==> src/rtl/scan_pkg.sv <==
package scan_pkg;
  localparam int unsigned NUM_POS = 5;
  localparam int unsigned POS_W   = 3;
  typedef logic [POS_W-1:0] pos_t;
  localparam logic [3:0] COLON_LIT  = 4'hF;
  localparam logic [3:0] COLON_DARK = 4'hE;
endpackage

==> src/rtl/refresh_prescaler.sv <==
module refresh_prescaler #(
  parameter int unsigned DIV = 10000
) (
  input  logic clk,
  input  logic rst_n,
  output logic tick
);
  localparam int unsigned CW = (DIV > 1) ? $clog2(DIV) : 1;
  localparam logic [CW-1:0] LAST = CW'(DIV - 1);

  logic [CW-1:0] cnt_q, cnt_d;

  always_comb begin
    tick  = (cnt_q == LAST);
    cnt_d = tick ? '0 : cnt_q + 1'b1;
  end

  always_ff @(posedge clk or negedge rst_n) begin
    if (!rst_n) cnt_q <= '0;
    else        cnt_q <= cnt_d;
  end

  generate
    if (DIV > 1) begin : g_chk
      p_tick_single_r2: assert property (@(posedge clk) disable iff (!rst_n)
        tick |=> !tick);
    end
  endgenerate
endmodule

==> src/rtl/scan_sequencer.sv <==
module scan_sequencer
  import scan_pkg::*;
(
  input  logic               clk,
  input  logic               rst_n,
  input  logic               tick,
  output pos_t               pos,
  output logic               live,
  output logic [NUM_POS-1:0] oe
);
  pos_t pos_q, pos_d;
  logic live_q, live_d;

  always_comb begin
    pos_d  = pos_q;
    live_d = live_q;
    if (tick) begin
      live_d = 1'b1;
      pos_d  = (pos_q == pos_t'(NUM_POS - 1)) ? '0 : pos_q + 1'b1;
    end
  end

  always_ff @(posedge clk or negedge rst_n) begin
    if (!rst_n) begin
      pos_q  <= '0;
      live_q <= 1'b0;
    end else begin
      pos_q  <= pos_d;
      live_q <= live_d;
    end
  end

  generate
    for (genvar g = 0; g < NUM_POS; g++) begin : g_oe
      assign oe[g] = live_q && (pos_q == pos_t'(g));
    end
  endgenerate

  assign pos  = pos_q;
  assign live = live_q;

  p_advance_r2: assert property (@(posedge clk) disable iff (!rst_n)
    (tick && pos_q != pos_t'(NUM_POS - 1)) |=> pos_q == pos_t'($past(pos_q) + 1'b1));
  p_hold_r2: assert property (@(posedge clk) disable iff (!rst_n)
    !tick |=> $stable(pos_q));
  p_wrap_r3: assert property (@(posedge clk) disable iff (!rst_n)
    (tick && pos_q == pos_t'(NUM_POS - 1)) |=> pos_q == '0);
  p_one_cathode_r4: assert property (@(posedge clk) disable iff (!rst_n)
    live_q |-> $countones(oe) == 1);
  p_idle_release_r1: assert property (@(posedge clk) disable iff (!rst_n)
    !live_q |-> (oe == '0 && pos_q == '0));
endmodule

==> src/rtl/seg_decoder.sv <==
module seg_decoder (
  input  logic [3:0] code,
  output logic [7:0] seg
);
  always_comb begin
    unique case (code)
      4'd0:    seg = 8'b1111_1100;
      4'd1:    seg = 8'b0110_0000;
      4'd2:    seg = 8'b1101_1010;
      4'd3:    seg = 8'b1111_0010;
      4'd4:    seg = 8'b0110_0110;
      4'd5:    seg = 8'b1011_0110;
      4'd6:    seg = 8'b1011_1110;
      4'd7:    seg = 8'b1110_0000;
      4'd8:    seg = 8'b1111_1110;
      4'd9:    seg = 8'b1111_0110;
      4'hF:    seg = 8'b1100_0000;
      default: seg = 8'b0000_0000;
    endcase
  end
endmodule

==> src/rtl/hhmm_display_scanner.sv <==
module hhmm_display_scanner
  import scan_pkg::*;
#(
  parameter int unsigned REFRESH_DIV = 10000
) (
  input  logic       clk,
  input  logic       rst_n,
  input  logic [3:0] hr_tens,
  input  logic [3:0] hr_units,
  input  logic [3:0] min_tens,
  input  logic [3:0] min_units,
  input  logic       sec_phase,
  output logic [4:0] cath_oe,
  output logic [4:0] cath_dat,
  output logic [7:0] seg
);
  logic rst_meta_q, rst_sync_q;
  always_ff @(posedge clk or negedge rst_n) begin
    if (!rst_n) begin
      rst_meta_q <= 1'b0;
      rst_sync_q <= 1'b0;
    end else begin
      rst_meta_q <= 1'b1;
      rst_sync_q <= rst_meta_q;
    end
  end

  logic phase_q;
  always_ff @(posedge clk or negedge rst_sync_q) begin
    if (!rst_sync_q) phase_q <= 1'b0;
    else             phase_q <= sec_phase;
  end

  logic tick;
  refresh_prescaler #(.DIV(REFRESH_DIV)) u_presc (
    .clk(clk), .rst_n(rst_sync_q), .tick(tick)
  );

  pos_t pos;
  logic live;
  logic [NUM_POS-1:0] oe;
  scan_sequencer u_seq (
    .clk(clk), .rst_n(rst_sync_q), .tick(tick),
    .pos(pos), .live(live), .oe(oe)
  );

  logic [3:0] code;
  always_comb begin
    unique case (pos)
      3'd4:    code = hr_tens;
      3'd3:    code = hr_units;
      3'd2:    code = min_tens;
      3'd1:    code = min_units;
      default: code = phase_q ? COLON_LIT : COLON_DARK;
    endcase
  end

  logic [7:0] seg_raw;
  seg_decoder u_dec (.code(code), .seg(seg_raw));

  assign seg      = live ? seg_raw : 8'h00;
  assign cath_oe  = oe;
  assign cath_dat = '0;

  p_colon_lit_r7: assert property (@(posedge clk) disable iff (!rst_sync_q)
    (live && pos == '0 && phase_q) |-> seg == 8'hC0);
  p_colon_dark_r7: assert property (@(posedge clk) disable iff (!rst_sync_q)
    (live && pos == '0 && !phase_q) |-> seg == 8'h00);
  p_blank_idle_r9: assert property (@(posedge clk) disable iff (!rst_sync_q)
    !live |-> (seg == 8'h00 && cath_oe == 5'b0));
endmodule

==> config.mk <==
export PLATFORM = sky130hd
export DESIGN_NAME = hhmm_display_scanner
export DESIGN_NICKNAME = d
export VERILOG_FILES = /design/src/rtl/scan_pkg.sv /design/src/rtl/refresh_prescaler.sv /design/src/rtl/scan_sequencer.sv /design/src/rtl/seg_decoder.sv /design/src/rtl/hhmm_display_scanner.sv
export SDC_FILE = /design/constraint.sdc
export NUM_CORES = 1
export LEC_CHECK = 0
export BUFFER_PORTS_ARGS = -buffer_cell sky130_fd_sc_hd__buf_2
export CORE_ASPECT_RATIO = 0.9
export CORE_MARGIN = 2
export CORE_UTILIZATION = 52
export DETAILED_ROUTE_END_ITERATION = 10
export GPL_ROUTABILITY_DRIVEN = 0
export PLACE_DENSITY = 0.88
export RECOVER_POWER = 100
export SETUP_SLACK_MARGIN = 0.02
export SLEW_MARGIN = 20
export SYNTH_ARGS = -nofsm -noshare
export SYNTH_HDL_FRONTEND = slang
export SYNTH_SLANG_ARGS = --single-unit
==> constraint.sdc <==
create_clock -name clk -period 2.77 [get_ports clk]
set_input_delay 0.1385 -clock clk [delete_from_list [all_inputs] [get_ports clk]]
set_output_delay 0.1385 -clock clk [all_outputs]
set_load 0.01 [all_outputs]
Word level (Yosys, flattened, before mapping)

Memories as Yosys holds them, arrays and structs flattened.
Index checks and enable logic that the tools add are counted.
W data, S select, Z words.

Flip-flop bits (word level): 21
Bits in read-only memories: 112
Input port bits: 19
Output and inout port bits: 18
Logic and storage cells: 25
Memories: 1

$add $sub $neg: 2
Equality and inequality tests: 5
Muxes and demuxes: 5
Reduce and logical (&&, ||, !) cells: 6

Memory list:

| name             | depth | width | rd ports | clocked after memory_dff | write ports | line             | source |
|---|---|---|---|---|---|---|---|
| (name not given) | 16    | 7     | 1        | 0                        | 0           | seg_decoder.sv:6 | `unique case (code)` |

Operator list:

| cell                    | count |
|---|---|
| $pmux W4 S4             | 1 |
| $add A14 B1 Y14 const B | 1 |
| $eq A14 B14 Y1 const B  | 1 |
| $mux W14                | 1 |
| $mux W8                 | 1 |
| $eq A3 B2 Y1 const B    | 2 |
| $logic_and A1 B1 Y1     | 5 |
| $add A3 B1 Y3 const B   | 1 |
| $eq A3 B1 Y1 const B    | 1 |
| $eq A3 B3 Y1 const B    | 1 |
| $logic_not A3 Y1        | 1 |
| $mux W3                 | 1 |
| $mux W1                 | 1 |

Logic depth before layout (Yosys ltp)

Gate-level depths: netlist (run 1).
An unclocked memory read counts as a cell.

Depth in word-level cells: 4
Mapped depth: 11
Gate-level depth less buffers: 10

Modules after synthesis

A second synthesis (run 1) with hierarchy kept.

Cells, all modules: 161
Area total of the unflattened synthesis: 1545.2 um^2

Modules (own cells, without submodules):

| module               | times used | cells an instance | area an instance (um^2) | sequential area each (um^2) |
|---|---|---|---|---|
| refresh_prescaler    | 1          | 62                | 668.1                   | 350.3 |
| hhmm_display_scanner | 1          | 40                | 345.3                   | 75.1 |
| scan_sequencer       | 1          | 27                | 279.0                   | 100.1 |
| seg_decoder          | 1          | 32                | 252.7                   | 0.0 |

Least setup slack after synthesis (run 1)

No wires, ideal clock.

Path type: reg2out
From: register u_seq.pos_q[0], in the netlist u_seq.pos[0]
To: output seg[6]
Data arrival time: 2.372 ns
Required time: 2.632 ns
Setup slack: 0.260 ns
Stages on the path, launching flop included: 9
Path buffers: 0
Cell sequence: dfrtp_1 ha_1 or3_4 a21oi_4 mux2i_1 inv_1 ha_1 mux2_4 o211a_1

Word-level cells in the longest chain between the ends: 4
Elaborated cells on any way between the ends: 7
Those cells by class: eq/ne: 4; mux: 2; memory: 1

Ends and longest elaborated chain:

| what                                 | line                       | source |
|---|---|---|
| from (decl)                          | scan_sequencer.sv:11       | `pos_t pos_q, pos_d;` |
| from (signal assigned)               | scan_sequencer.sv:28       | `pos_q <= pos_d;` |
| $eq A3 B1 Y1 (tied with other cells) | hhmm_display_scanner.sv:49 | `unique case (pos)` |
| $pmux W4 S4 *                        | hhmm_display_scanner.sv:49 |  |
| $mem_v2 Z16 W7 *                     | -                          |  |
| $mux W8 *                            | hhmm_display_scanner.sv:61 | `assign seg = live ? seg_raw : 8'h00;` |
| to (decl)                            | hhmm_display_scanner.sv:15 | `output logic [7:0] seg` |

Every way passes the cells marked *; elsewhere a longest branch is shown, timed or not.

Final worst setup path (run 1)

From: register u_seq.pos_q[1], in the netlist u_seq.pos[1]
To: output seg[2]

The elaborated chain is that of the path after synthesis.

==> results of run 1 <==
cell families after synthesis:
group	share of synthesized area
compound gates	0.160
mux	0.0240
simple gates	0.207
buf+inv	0.0687
flops	0.361
fa+ha+maj	0.103
other cells	0.00515
xor+xnor	0.0721
area by class of cell:
cell class	instances	area, sq um	share of cell area
Sequential cell	21	527	0.297
Clock buffer	3	22.5	0.0127
Clock inverter	1	7.51	0.00423
Timing Repair Buffer	42	244	0.138
Multi-Input combinational cell	124	910	0.513
Inverter	7	26.3	0.0148
Tap cell	30	37.5	0.0212
power breakdown:
part           internal, mW  leakage (nW)  total, mW  switching (mW)
logic                0.0174         0.605     0.0314          0.0140
registers             0.309         0.275      0.314         0.00577
clock network        0.0551        0.0139      0.148          0.0926
total                 0.381         0.894      0.493           0.112
state kept, by name, summed over array words and instances, names as in the netlist:
register	count
phase_q	1
u_presc.cnt_q	14
rst_meta_q	1
rst_sync_q	1
u_seq.pos	3
u_seq.live	1
layer usage:
layer | part of all wire | vias to the layer above
met2 | 0.48 | 51
li1 | - | 611
met5 | 0 | -
met3 | 0.061 | 8
met1 | 0.44 | 582
met4 | 0.014 | 0
cells in the final DEF, fill, tap and decap left out, types with 2 or more instances in the layout:
cell type | Yosys | layout
nand3_1 | 6 | 6
nand2b_1 | 4 | 3
nor2b_1 | 2 | 2
ha_4 | 0 | 2
and3_1 | 3 | 3
o21ai_0 | 9 | 7
a32oi_1 | 3 | 3
conb_1 | 2 | 7
buf_4 | 6 | 10
and2_1 | 4 | 4
xor2_1 | 7 | 7
o21ai_1 | 1 | 2
a22oi_1 | 4 | 4
a21oi_1 | 4 | 4
clkbuf_4 | 0 | 3
nor3_1 | 2 | 2
nor2_1 | 17 | 17
dfrtp_1 | 21 | 20
ha_1 | 12 | 5
nand2_1 | 11 | 10
a21oi_4 | 2 | 2
dlygate4sd3_1 | 0 | 2
xnor2_1 | 5 | 5
o21a_1 | 3 | 3
inv_2 | 0 | 3
buf_2 | 2 | 29
ha_2 | 0 | 5
nand4_1 | 3 | 3
inv_1 | 7 | 4
final timing paths:
kind                                  start               end  slack [ns]  depth (start not counted)
hold reg to reg                  rst_sync_q  u_presc.cnt_q[2]        0.30                          0
hold / removal                        rst_n        rst_meta_q        0.12                          2
max in group asynchronous        rst_sync_q      u_seq.pos[0]        1.97                          0
setup reg to reg           u_presc.cnt_q[0]        u_seq.live        1.10                          4
min in group clk                 rst_meta_q        rst_sync_q        0.37                          0
setup / recovery               u_seq.pos[1]            seg[2]       -0.13                         11
what timing repair did:
| item | in CTS | in global routing |
|---|---|---|
| gates resized for setup | 15 | 6 |
| buffers inserted | 4 | 1 |
| setup endpoints to repair | 5 | 7 |
| pin swaps | 5 | 0 |
| hold buffers | 2 | 0 |
| endpoints found under the hold margin | 3 | 0 |
==> results_dict.tcl, run 1 <==
set metrics [dict create \
    final_util 0.656 \
    cts_sinks 21 \
    synth_area_per_cell_sq_um 9.23 \
    synth.top_cells.by_area "dfrtp_1, ha_1, nor2_1, xor2_1, o21ai_0" \
    yosysWarnings 0 \
    timing.max_slew.rel_slack 0.490 \
    power.leakage_nw 0.894 \
    synth_edf_count 0 \
    clock_skew_ns 0.00747 \
    power_mw 0.493 \
    fin_crit_sh 1.05 \
    pin_count 37 \
    use_met2 0.312 \
    vias_per_cell 5.49 \
    port-buffer-count 30 \
    vias 1252 \
    grt_pass1_vias 1021 \
    grt_max_degree 20 \
    crit_path_end_kind "output port" \
    synth_top_area_frac 0.361 \
    synth_top_cell_by_area "dfrtp_1" \
    power.density_nw_per_um2 278 \
    arrival_ns 2.77 \
    yosysUniqueCellTypes 40 \
    initial_utilization 0.539 \
    cp_num_buf_inv 3 \
    ir_drop_v 0.000261 \
    drv_cap 0 \
    grt_setup_unrepaired "yes" \
    top_usage_layer "met2" \
    core-area_sq_um 2700 \
    grt_pass1_wl_um 4460 \
    drive_above_1_share 0.328 \
    die_area_sq_um 3240 \
    crit_slowest_cell "dfrtp_1" \
    antenna_found_initial 0 \
    crit_chain "inv_2 -> ha_4 -> or3_4 -> a21oi_4 -> mux2i_4 -> buf_4 -> ha_4 -> nor2_1 -> a211oi_1 -> o21a_1 -> buf_2" \
    yosysSeqAreaShare 0.361 \
    worstSetupPathType "register to output port" \
    antennaDiodeCount 0 \
    worstPathMaxFanout 3 \
    grt_use_met1 0.241 \
    slowest_delay_ns 0.42 \
    dieWidth_um 59.8 \
    cp_common_cell "ha_4" \
    wl_um 3060 \
    cts-root-buf "clkbuf_4" \
    yosysMostFrequentCell "dfrtp_1" \
    fin_hold_ws_ns 0.120 \
    cts_tree "done" \
    area_delta_synth_final_pct 21.7 \
    drtIter0Drc 67 \
    cts_buffer_depth 2 \
    hpwlAfterDp_um 2140 \
    ys_seq_elements 21 \
    die_y_um 54.2 \
    placed_cell_area_sq_um 1630 \
    antenna_left 0 \
    path_delay_family "compound AO/OA/AOI/OAI gates" \
    numCtsBuffers 3 \
    insertion_delay_ns 0.31 \
    synthesis.area_sq_um 1460 \
    cts_htree_levels 1 \
    clk_pin_slew_ns 0.12 \
    ys_top_cells_by_count "dfrtp_1, nor2_1, ha_1" \
    tns_ns -0.230 \
    final_area_sq_um 1770 \
    worstPathRequired_ns 2.63 \
    grt.overflow.total 0 \
    cp-start-kind "register" \
    met3_usage 0.0426 \
    tightest_slew_ns 0.760 \
    final_net_count 230 \
    netlist_instances 158 \
    avgRoutedWirePerCell_um 13.4 \
    final_hold_viol_count 0 \
    ys.flop_type "dfrtp_1" \
    dp_cells 217 \
    rows 18 \
    finalMaxSlewViolations 0 \
    worst_slack_ns -0.135 \
    fmaxAchievable_mhz 344 \
    drc 0 \
    final.min_clock_period_ns 2.90 \
    dp_slack_ns 0.117 \
    track_usage 0.186 \
    min_path_type "input port to asynchronous set/reset pin" \
    stdcell_count 228 \
    drtPass1Iterations 4 \
    status "finished with violations" \
    fillers 220 \
    setup_viol 2 \
    violations "setup timing" \
    async_flop_share 1.00 \
]
No activity file was read; power rests on OpenSTA's default activity.
==> run 2, diff against run 1 <==
--- a/config.mk
+++ b/config.mk
@@ -8,13 +8,15 @@
 export BUFFER_PORTS_ARGS = -buffer_cell sky130_fd_sc_hd__buf_2
 export CORE_ASPECT_RATIO = 0.9
 export CORE_MARGIN = 2
-export CORE_UTILIZATION = 52
+export CORE_UTILIZATION = 53
+export CTS_CLUSTER_DIAMETER = 50
 export DETAILED_ROUTE_END_ITERATION = 10
 export GPL_ROUTABILITY_DRIVEN = 0
-export PLACE_DENSITY = 0.88
+export PLACE_DENSITY = 0.89
 export RECOVER_POWER = 100
 export SETUP_SLACK_MARGIN = 0.02
 export SLEW_MARGIN = 20
 export SYNTH_ARGS = -nofsm -noshare
 export SYNTH_HDL_FRONTEND = slang
+export SYNTH_HIERARCHICAL = 1
 export SYNTH_SLANG_ARGS = --single-unit
==> run 2 against run 1 <==
Clock-buffer cell count stayed put; the run now ends clean; combinational power down 6%; utilization is 2.4 points lower; power down 1.3%; non-clock buffer count is 4 lower; global-route usage is 1.3 points lower; critical path depth unchanged; cell count grew 4.4%.
==> results_dict.tcl, run 2 <==
set metrics [dict create \
    status "completed" \
    fin_crit_sh 0.917 \
    worstPathMaxFanout 6 \
    final.min_clock_period_ns 2.54 \
    track_usage 0.172 \
    clk_pin_slew_ns 0.11 \
    cts_tree "done" \
    drive_above_1_share 0.217 \
    rows 18 \
    cts-root-buf "clkbuf_4" \
    timing.max_slew.rel_slack 0.148 \
    slowest_delay_ns 0.46 \
    ys_top_cells_by_count "dfrtp_1, ha_1, and2_1" \
    final_util 0.632 \
    crit_chain "buf_4 -> nand2b_4 -> o22ai_1 -> a22oi_1 -> inv_1 -> ha_1 -> mux2_4 -> nor2_1 -> a31o_1 -> and2_1 -> clkbuf_1" \
    port-buffer-count 30 \
    drv_cap 0 \
    area_delta_synth_final_pct 13.4 \
    tns_ns 0 \
    numCtsBuffers 3 \
    arrival_ns 2.40 \
    grt_pass1_wl_um 4520 \
    synth_top_cell_by_area "dfrtp_1" \
    fillers 241 \
    tightest_slew_ns 1.27 \
    async_flop_share 1.00 \
    cts_sinks 21 \
    worstSetupPathType "register to output port" \
    ir_drop_v 0.000270 \
    pin_count 37 \
    yosysSeqAreaShare 0.340 \
    avgRoutedWirePerCell_um 12.0 \
    wl_um 2870 \
    netlist_instances 161 \
    crit_slowest_cell "dfrtp_2" \
    antennaDiodeCount 0 \
    crit_path_end_kind "output port" \
    grt_max_degree 20 \
    placed_cell_area_sq_um 1710 \
    ys_seq_elements 21 \
    insertion_delay_ns 0.30 \
    cts_htree_levels 1 \
    initial_utilization 0.558 \
    die_area_sq_um 3360 \
    cts_buffer_depth 2 \
    yosysWarnings 6 \
    grt_setup_unrepaired "no" \
    drc 0 \
    worstPathRequired_ns 2.63 \
    top_register "u_presc/cnt_q" \
    dieWidth_um 60.9 \
    drtIter0Drc 64 \
    vias 1205 \
    grt_pass1_vias 1080 \
    reg2reg_depth 4 \
    antenna_found_initial 0 \
    synthesis.area_sq_um 1550 \
    layout.cells.most_common "buf_2" \
    power.density_nw_per_um2 278 \
    grt.overflow.total 0 \
    drtPass1Iterations 4 \
    fmaxAchievable_mhz 394 \
    synth_top_area_frac 0.340 \
    fin_hold_ws_ns 0.138 \
    yosysMostFrequentCell "dfrtp_1" \
    layout_common_cells "buf_2, dfrtp_1, ha_1" \
    die_y_um 55.2 \
    min_path_type "input port to asynchronous set/reset pin" \
    finalMaxSlewViolations 0 \
    antenna_left 0 \
    hpwlAfterDp_um 2080 \
    synth.top_cells.by_area "dfrtp_1, ha_1, and2_1, xor2_1, mux2i_1" \
    core-area_sq_um 2770 \
    final_hold_viol_count 0 \
    clock_skew_ns 0.00146 \
    setup_viol 0 \
    cp-start-kind "register" \
    final_area_sq_um 1750 \
    final_net_count 232 \
    power_mw 0.487 \
    ys.flop_type "dfrtp_1" \
    yosysUniqueCellTypes 43 \
    vias_per_cell 5.06 \
    largest_reg_flops 14 \
    power.leakage_nw 0.875 \
    synth_area_per_cell_sq_um 9.60 \
    synth_edf_count 0 \
]
## run 2: cell count changes in the layout (fill, tap and decap cells not counted), moves of 4 or more
cell | previous run | this run
inv_1 | 4 | 10
buf_2 | 29 | 23
and2_1 | 4 | 12
clkbuf_1 | 1 | 8
mux2i_1 | 1 | 6
o22ai_1 | 1 | 5
ha_2 | 5 | 0
nor2_1 | 17 | 12
ha_1 | 5 | 14
buf_4 | 10 | 5
## run 2: path summary, 6_finish.rpt
kind | endpoint | start | slack [ns]
setup reg to reg | u_presc/cnt_q[9] | u_presc/cnt_q[7] | 0.41
max in group asynchronous | u_seq/pos[1] | rst_sync_q | 1.94
hold reg to reg | phase_q | rst_sync_q | 0.32
min in group clk | rst_sync_q | rst_meta_q | 0.36
hold / removal | rst_meta_q | rst_n | 0.14
setup / recovery | seg[4] | u_seq/pos[1] | 0.23
## run 2: power breakdown
| part | internal, mW | total, mW | switching [mW] | leakage, nW |
|---|---|---|---|---|
| clock network | 0.0539 | 0.143 | 0.0894 | 0.0177 |
| logic | 0.0157 | 0.0295 | 0.0138 | 0.585 |
| registers | 0.308 | 0.314 | 0.00576 | 0.272 |
## run 2: repair_timing
| action | 4_1_cts | 5_1_grt |
|---|---|---|
| setup endpoints to repair | 1 | 3 |
| gates resized for setup | 1 | 3 |
| buffers inserted | 0 | 3 |
| hold buffers | 2 | 0 |
| hold endpoints to repair | 3 | 0 |
## run 2: per-stage QoR
stage / instances / setup slack (ns)
2_1_floorplan: 165 / 0.450
3_3_place_gp: 229 / 0.403
3_5_place_dp: 229 / 0.351
4_1_cts: 235 / 0.123
5_1_grt: 238 / 0.0535
6_report: 238 / 0.229
## run 2: cell families after synthesis
group | count (synthesis) | synth area share
and+or+nand+nor | 60 | 0.238
other | 3 | 0.00729
muxes | 7 | 0.0486
buffers and inverters | 19 | 0.0729
AOI/OAI and AO/OA | 26 | 0.117
xor gates and xnor gates | 11 | 0.0623
adders and majority gates | 14 | 0.113
DFF | 21 | 0.340
## run 2: cell type report
type | instances | area [sq um] | share of cell area
multi-input cells | 125 | 905 | 0.516
well taps | 40 | 50.0 | 0.0286
flip-flops and latches | 21 | 529 | 0.302
repair buffers | 38 | 203 | 0.116
inverters | 10 | 37.5 | 0.0214
clock buffers | 3 | 22.5 | 0.0129
clock inverters | 1 | 5.00 | 0.00286
## run 2: per-layer routing
layer / vias to the layer above / share of wire / global-route usage
li1: 616 / - / -
met1: 545 / 0.46 / 0.227
met2: 37 / 0.47 / 0.287
met3: 7 / 0.048 / 0.0164
met4: 0 / 0.024 / 0.0652
met5: - / 0 / 0
## run 2: worst max-delay path, delay by kind of cell, from the launching register on
family | cells | cell delay (ns)
multiplexers | 1 | 0.26
AND/OR/NAND/NOR | 3 | 0.32
adder cells (fa/ha/maj) | 1 | 0.20
flip-flops | 1 | 0.46
buffers and inverters | 3 | 0.47
AO/OA/AOI/OAI | 3 | 0.37
